===== src/rtl/trc_pkg.sv =====
package trc_pkg;
  localparam int TRB_W     = 128;
  localparam int CYC_BIT   = 96;
  localparam int TOG_BIT   = 97;
  localparam int CHAIN_BIT = 100;
  localparam int TYPE_LO   = 106;
  localparam int TYPE_W    = 6;
  localparam logic [TYPE_W-1:0] LINK_TYPE = 6'd6;

  typedef enum logic [1:0] {ST_IDLE, ST_REQ, ST_WAIT, ST_DRAIN} state_e;

  typedef enum logic [2:0] {
    STS_OK         = 3'd0,
    STS_EMPTY      = 3'd1,
    STS_INCOMPLETE = 3'd2,
    STS_BAD_PTR    = 3'd3,
    STS_TOO_LONG   = 3'd4
  } status_e;
endpackage


===== src/rtl/trc_decode.sv =====
module trc_decode
  import trc_pkg::*;
#(
  parameter int AW = 32
) (
  input  logic [TRB_W-1:0] trb_i,
  output logic             cyc_o,
  output logic             tog_o,
  output logic             chain_o,
  output logic             link_o,
  output logic [AW-1:0]    seg_o
);
  logic unused_bits;
  assign unused_bits = ^trb_i;

  assign cyc_o   = trb_i[CYC_BIT];
  assign tog_o   = trb_i[TOG_BIT];
  assign chain_o = trb_i[CHAIN_BIT];
  assign link_o  = (trb_i[TYPE_LO +: TYPE_W] == LINK_TYPE);
  assign seg_o   = {trb_i[AW-1:4], 4'b0000};
endmodule


===== src/rtl/trc_ptr_inc.sv =====
module trc_ptr_inc #(
  parameter int AW   = 32,
  parameter int STEP = 16
) (
  input  logic [AW-1:0] ptr_i,
  output logic [AW-1:0] nxt_o,
  output logic          ovf_o
);
  logic [AW:0] sum;
  assign sum   = {1'b0, ptr_i} + (AW+1)'(STEP);
  assign nxt_o = sum[AW-1:0];
  assign ovf_o = sum[AW];
endmodule


===== src/rtl/trc_td_buf.sv =====
module trc_td_buf #(
  parameter int AW    = 32,
  parameter int DW    = 128,
  parameter int DEPTH = 8
) (
  input  logic          clk_i,
  input  logic          rst_ni,
  input  logic          push_i,
  input  logic [DW-1:0] push_data_i,
  input  logic [AW-1:0] push_addr_i,
  input  logic          commit_i,
  input  logic          flush_i,
  output logic          empty_o,
  output logic          full_o,
  output logic          valid_o,
  input  logic          ready_i,
  output logic [DW-1:0] data_o,
  output logic [AW-1:0] addr_o,
  output logic          last_o,
  output logic          drained_o
);
  localparam int CW = $clog2(DEPTH + 1);
  localparam int IW = (DEPTH > 1) ? $clog2(DEPTH) : 1;

  logic [DW-1:0] data_q [DEPTH];
  logic [AW-1:0] addr_q [DEPTH];
  logic [CW-1:0] cnt_q;
  logic [IW-1:0] rd_q;
  logic          drain_q;
  logic [IW-1:0] wr_idx;

  assign wr_idx = IW'(cnt_q);

  for (genvar g = 0; g < DEPTH; g++) begin : g_slot
    always_ff @(posedge clk_i or negedge rst_ni) begin
      if (!rst_ni) begin
        data_q[g] <= '0;
        addr_q[g] <= '0;
      end else if (push_i && wr_idx == IW'(g)) begin
        data_q[g] <= push_data_i;
        addr_q[g] <= push_addr_i;
      end
    end
  end

  assign empty_o   = (cnt_q == '0);
  assign full_o    = (cnt_q == CW'(DEPTH));
  assign valid_o   = drain_q;
  assign data_o    = data_q[rd_q];
  assign addr_o    = addr_q[rd_q];
  assign last_o    = drain_q && ({1'b0, rd_q} == (CW+1)'(cnt_q) - (CW+1)'(1));
  assign drained_o = drain_q && ready_i && last_o;

  always_ff @(posedge clk_i or negedge rst_ni) begin
    if (!rst_ni) begin
      cnt_q   <= '0;
      rd_q    <= '0;
      drain_q <= 1'b0;
    end else if (flush_i) begin
      cnt_q   <= '0;
      rd_q    <= '0;
      drain_q <= 1'b0;
    end else begin
      if (push_i) cnt_q <= cnt_q + CW'(1);
      if (commit_i) begin
        drain_q <= 1'b1;
        rd_q    <= '0;
      end else if (drain_q && ready_i) begin
        if (last_o) begin
          drain_q <= 1'b0;
          cnt_q   <= '0;
          rd_q    <= '0;
        end else begin
          rd_q <= rd_q + IW'(1);
        end
      end
    end
  end
endmodule


===== src/rtl/trb_ring_consumer.sv =====
module trb_ring_consumer
  import trc_pkg::*;
#(
  parameter int AW    = 32,
  parameter int DEPTH = 8
) (
  input  logic          clk_i,
  input  logic          rst_ni,
  input  logic          start_i,
  input  logic          ptr_wr_i,
  input  logic [AW-1:0] ptr_wdata_i,
  input  logic          cyc_wr_i,
  input  logic          cyc_wdata_i,
  output logic [AW-1:0] deq_ptr_o,
  output logic          ccs_o,
  output logic          busy_o,
  output logic          done_o,
  output logic [2:0]    status_o,
  output logic          mem_req_o,
  output logic [AW-1:0] mem_addr_o,
  input  logic          mem_ready_i,
  input  logic          mem_rvalid_i,
  input  logic [127:0]  mem_rdata_i,
  output logic          td_valid_o,
  input  logic          td_ready_i,
  output logic [127:0]  td_data_o,
  output logic [AW-1:0] td_addr_o,
  output logic          td_last_o
);
  state_e        state_q;
  status_e       status_q;
  logic [AW-1:0] ptr_q, sv_ptr_q;
  logic          ccs_q, sv_ccs_q, done_q;

  logic          d_cyc, d_tog, d_chain, d_link;
  logic [AW-1:0] d_seg, inc_ptr;
  logic          inc_ovf;
  logic          b_empty, b_full, b_drained;
  logic          resp, owned, push, commit, flush;
  logic [AW-1:0] ptr_ld;
  logic          unused_wlo;

  assign unused_wlo = ^ptr_wdata_i[3:0];
  assign ptr_ld     = {ptr_wdata_i[AW-1:4], 4'b0000};

  trc_decode #(.AW(AW)) u_dec (
    .trb_i  (mem_rdata_i),
    .cyc_o  (d_cyc),
    .tog_o  (d_tog),
    .chain_o(d_chain),
    .link_o (d_link),
    .seg_o  (d_seg)
  );

  trc_ptr_inc #(.AW(AW), .STEP(16)) u_inc (
    .ptr_i(ptr_q),
    .nxt_o(inc_ptr),
    .ovf_o(inc_ovf)
  );

  assign resp   = (state_q == ST_WAIT) && mem_rvalid_i;
  assign owned  = (d_cyc == ccs_q);
  assign push   = resp && owned && !d_link && !inc_ovf && !b_full;
  assign commit = push && !d_chain;
  assign flush  = resp && (!owned || (!d_link && (inc_ovf || b_full)));

  trc_td_buf #(.AW(AW), .DW(TRB_W), .DEPTH(DEPTH)) u_buf (
    .clk_i      (clk_i),
    .rst_ni     (rst_ni),
    .push_i     (push),
    .push_data_i(mem_rdata_i),
    .push_addr_i(ptr_q),
    .commit_i   (commit),
    .flush_i    (flush),
    .empty_o    (b_empty),
    .full_o     (b_full),
    .valid_o    (td_valid_o),
    .ready_i    (td_ready_i),
    .data_o     (td_data_o),
    .addr_o     (td_addr_o),
    .last_o     (td_last_o),
    .drained_o  (b_drained)
  );

  always_ff @(posedge clk_i or negedge rst_ni) begin
    if (!rst_ni) begin
      state_q  <= ST_IDLE;
      status_q <= STS_OK;
      ptr_q    <= '0;
      ccs_q    <= 1'b0;
      sv_ptr_q <= '0;
      sv_ccs_q <= 1'b0;
      done_q   <= 1'b0;
    end else begin
      done_q <= 1'b0;
      unique case (state_q)
        ST_IDLE: begin
          if (ptr_wr_i) ptr_q <= ptr_ld;
          if (cyc_wr_i) ccs_q <= cyc_wdata_i;
          if (start_i) begin
            sv_ptr_q <= ptr_wr_i ? ptr_ld : ptr_q;
            sv_ccs_q <= cyc_wr_i ? cyc_wdata_i : ccs_q;
            state_q  <= ST_REQ;
          end
        end
        ST_REQ: if (mem_ready_i) state_q <= ST_WAIT;
        ST_WAIT: if (mem_rvalid_i) begin
          if (!owned) begin
            // empty keeps link walks; partial descriptor rewinds
            state_q  <= ST_IDLE;
            done_q   <= 1'b1;
            status_q <= b_empty ? STS_EMPTY : STS_INCOMPLETE;
            if (!b_empty) begin
              ptr_q <= sv_ptr_q;
              ccs_q <= sv_ccs_q;
            end
          end else if (d_link) begin
            ptr_q   <= d_seg;
            if (d_tog) ccs_q <= ~ccs_q;
            state_q <= ST_REQ;
          end else if (inc_ovf || b_full) begin
            state_q  <= ST_IDLE;
            done_q   <= 1'b1;
            status_q <= inc_ovf ? STS_BAD_PTR : STS_TOO_LONG;
            ptr_q    <= sv_ptr_q;
            ccs_q    <= sv_ccs_q;
          end else begin
            ptr_q   <= inc_ptr;
            state_q <= d_chain ? ST_REQ : ST_DRAIN;
          end
        end
        ST_DRAIN: if (b_drained) begin
          state_q  <= ST_IDLE;
          done_q   <= 1'b1;
          status_q <= STS_OK;
        end
        default: state_q <= ST_IDLE;
      endcase
    end
  end

  assign deq_ptr_o  = ptr_q;
  assign ccs_o      = ccs_q;
  assign busy_o     = (state_q != ST_IDLE);
  assign done_o     = done_q;
  assign status_o   = status_q;
  assign mem_req_o  = (state_q == ST_REQ);
  assign mem_addr_o = ptr_q;
endmodule


===== config.mk =====
export PLATFORM = sky130hd
export DESIGN_NAME = trb_ring_consumer
export DESIGN_NICKNAME = d
export VERILOG_FILES = /design/src/rtl/trc_pkg.sv /design/src/rtl/trc_decode.sv /design/src/rtl/trc_ptr_inc.sv /design/src/rtl/trc_td_buf.sv /design/src/rtl/trb_ring_consumer.sv
export SDC_FILE = /design/constraint.sdc
export NUM_CORES = 2
export LEC_CHECK = 0
export BUFFER_PORTS_ARGS = -buffer_cell sky130_fd_sc_hd__buf_2
export CORE_AREA = 3 3 346 348
export CTS_CLUSTER_DIAMETER = 200
export CTS_CLUSTER_SIZE = 14
export DETAILED_ROUTE_END_ITERATION = 16
export DIE_AREA = 0 0 349 351
export PLACE_DENSITY = 0.8
export REMOVE_ABC_BUFFERS = 1
export SLEW_MARGIN = 20
export SYNTH_ARGS = -nofsm -noshare
export SYNTH_HDL_FRONTEND = slang
export SYNTH_HIERARCHICAL = 1
export SYNTH_SLANG_ARGS = --single-unit

===== constraint.sdc =====
create_clock -name clk_i -period 4.4 [get_ports clk_i]
set_input_delay 0.88 -clock clk_i [delete_from_list [all_inputs] [get_ports clk_i]]
set_output_delay 0.88 -clock clk_i [all_outputs]
set_load 0.05 [all_outputs]

==> results.toml <==
[critical_path]
cp_num_buf_inv = 2
end_kind = "output pin"
critPathLaunchType = "flop"
reg2regPathDepth = 12
required_ns = 3.52
slowest_stage = "dfrtp_4"
crit_start = "u_buf/rd_q[0]"
worstPathMaxFanout = 54
critical_path_arrival_ns = 3.20
path_cells = "buf_12 > mux4_2 > mux2_2 > buf_2"
critical_path_depth = 4
max_stage_delay_ns = 0.81
path_class = "reg2out"
cp_top_family = "multiplexers"
reg2reg_from = "deq_ptr_o[5]"

[pwr]
p_int_w = 0.03004
power.switching_w = 0.01780
power_density_nw_per_um2 = 683.8
pwr-share-comb = 0.423
seq_power_share = 0.396
p_leak_nw = 33.78
power_w = 0.04784
peakVddDrop_mv = 0.5088
netSwitchingFraction = 0.3721
pwr-share-clk = 0.181

[run]
drv_cap = 0

[timing]
min_period_over_period = 0.9278
finalCriticalPeriod_ns = 4.082
max_freq_mhz = 245.0
hold_viol = 0
relSlewSlack = 0.2874
worstMarginPinSlew_ns = 1.065
holdWs_ns = 0.2074
fin_skew_ns = 0.02704
drv_slew = 0
rsz0062_at_grt = "false"
setup_viol = 0

[routing]
dr.pass1.iters = 5
drt-vias-per-instance = 6.160
wire_per_inst_um = 25.38
wirelength_mm = 149.1
drc = 0
drtAntennaViolNets = 0
drt_iter0_drc = 2339
via_count = 36190

[synth]
synth-compound-area-share = 0.01903
seq_area_frac_synth = 0.5408
yosys_most_used_dff = "dfrtp_1"
synthCells = 4002
async_flop_share = 1.000
synth_warnings = 6
synth_top_family_by_area = "multiplexers"
synth.area.top_cells = "dfrtp_1 54%, mux2_2 26%, mux4_2 11%"
syn_area_um2 = 62930
synth_area_per_cell_um2 = 15.73
muxShareOfSynthArea = 0.3780
ys_seq_elements = 1360
synth_xor_area_frac = 0.005130
post-synth-top-area-cell = "dfrtp_1"
synth_fa_ha_area_frac = 0.001789
synth_top_area_share = 0.5408
synth_edf_count = 0
ys_types = 65
yosys.area_share.simple = 0.02261

[place]
gp_congestion = 0.8291
dp_hpwl_mm = 93.57
io_buffers = 397
place_inst = 5747

[global_routing]
grt_usage = 0.2445
first_global_vias = 39090
antenna_found_initial = 19
grt_max_degree = 116
grt_pass1_wl_mm = 232.5
gr-total-overflow = 0

[cells_and_area]
area_growth_syn_to_layout_pct = 11.19
utilization = 0.6005
final_cells = 5875
drive_gt1_frac = 0.5734
final_common_cell = "mux2_2"
final_cell_mix = "1448 x mux2_2, 1357 x dfrtp_1, 396 x buf_2"
finalNetCount = 4510
nFillCells = 8680

[die]
ios = 402
initial_core_util = 0.5401
die_h_um = 351
dieWidth_um = 349
coreArea_um2 = 116500
rows = 125
die-area_um2 = 122500

[cts]
cts_tree = "done"
cts_hold_buf = 0
clk_latency_ns = 0.70
path_clk_slew_ns = 0.07
ctsHtreeMaxLevel = 3
cts_sinks = 1360
cts_root_buffer = "clkbuf_16"
post_cts_resized = 0
cts_buffer_depth = 3
cts_made_buffers = 107
cts_setup_buffers = 0

[hold_path]
hold_path.class = "in2async"

[run_status]
outcome = "finished clean"
path summary, 6_finish.rpt:
kind,endpoint,slack [ns]
worst max-delay path,td_data_o[19],0.32
worst min-delay path,u_buf/data_q[430],0.21
worst max register to register,u_buf/data_q[297],0.98
worst min register to register,status_o[0],0.49
max in group asynchronous,u_buf/addr_q[206],2.95
min in group clk_i,u_buf/rd_q[2],0.42
state kept, by name, summed over array words and instances (netlist names), 2 cells and up:
name          count
deq_ptr_o        32
u_buf/cnt_q       4
u_buf/addr_q    256
u_buf/rd_q        3
sv_ptr_q         32
u_buf/data_q   1024
state_q           2
status_o          3
power by group through the flow:
stage / clock, W / sequential (W) / combinational, W
3_5_place_dp: 0 / 0.0191 / 0.0204
4_1_cts: 0.00888 / 0.0189 / 0.0204
2_1_floorplan: 0 / 0.0199 / 0.0131
5_1_grt: 0.00935 / 0.0194 / 0.0215
6_report: 0.00866 / 0.0189 / 0.0203
3_3_place_gp: 0 / 0.0188 / 0.0199
metrics by stage:
step / area [µm²] / TNS [ns] / worst slack, ns
after floorplan: 60930 / -7519.35 / -9.832
after global placement: 67130 / 0 / 0.6157
after detailed placement: 67130 / 0 / 0.5643
after CTS: 69940 / 0 / 0.2232
after global routing: 69950 / 0 / 0.1769
final: 69970 / 0 / 0.3178
cell usage after synthesis (9+ instances only):
cell type,n
mux2_2,1448
dfrtp_1,1360
mux4_2,320
buf_2,146
nand2_1,91
buf_4,73
clkbuf_1,67
nand3_1,50
o21ai_0,40
buf_1,38
buf_6,30
nand4_1,25
xnor2_1,25
a21oi_1,24
mux2i_1,23
nor2b_1,21
a221o_1,18
a22oi_1,17
nor2_1,14
a31oi_1,12
o21a_1,12
inv_1,11
o221a_1,11
nand2b_1,10
nor3_1,10
xor2_1,10
ha_1,9
cell families after synthesis:
| kind of cell | count (synthesis) |
|---|---|
| muxes | 1795 |
| adders and majority gates | 9 |
| DFF | 1360 |
| buffers and inverters | 365 |
| and+or+nand+nor | 267 |
| xor gates and xnor gates | 36 |
| other | 1 |
| AOI/OAI and AO/OA | 169 |
worst reg2reg max path, stage by stage (launching register included):
cell and delay (ns):
dfrtp_1 0.32, buf_4 0.27, ha_1 0.34, nand3_1 0.18
nor3_2 0.25, nand3_1 0.11, nor2_1 0.20, or2_0 0.19
nor4_2 0.07, buf_4 0.25, nand3_4 0.27, buf_12 0.38
mux2_2 0.47
layout make-up:
type | count | area [µm²] | area share
Clock inverter | 5 | 77.57 | 0.001109
Antenna cell | 12 | 30.03 | 0.0004292
Clock buffer | 111 | 2735 | 0.03909
Timing Repair Buffer | 572 | 4141 | 0.05919
Tap cell | 1524 | 1907 | 0.02725
Inverter | 11 | 41.29 | 0.0005901
Sequential cell | 1360 | 34040 | 0.4865
Multi-Input combinational cell | 2280 | 27000 | 0.3858
routing by layer:
layer | track usage | up-vias | part of all wire
met5 | 0 | - | 0.00039
met1 | 0.3217 | 19560 | 0.42
met4 | 0.06423 | 8 | 0.023
met2 | 0.4205 | 900 | 0.51
met3 | 0.04518 | 223 | 0.052
li1 | - | 15500 | -
Note: power is estimated with default switching activity, not from simulation.
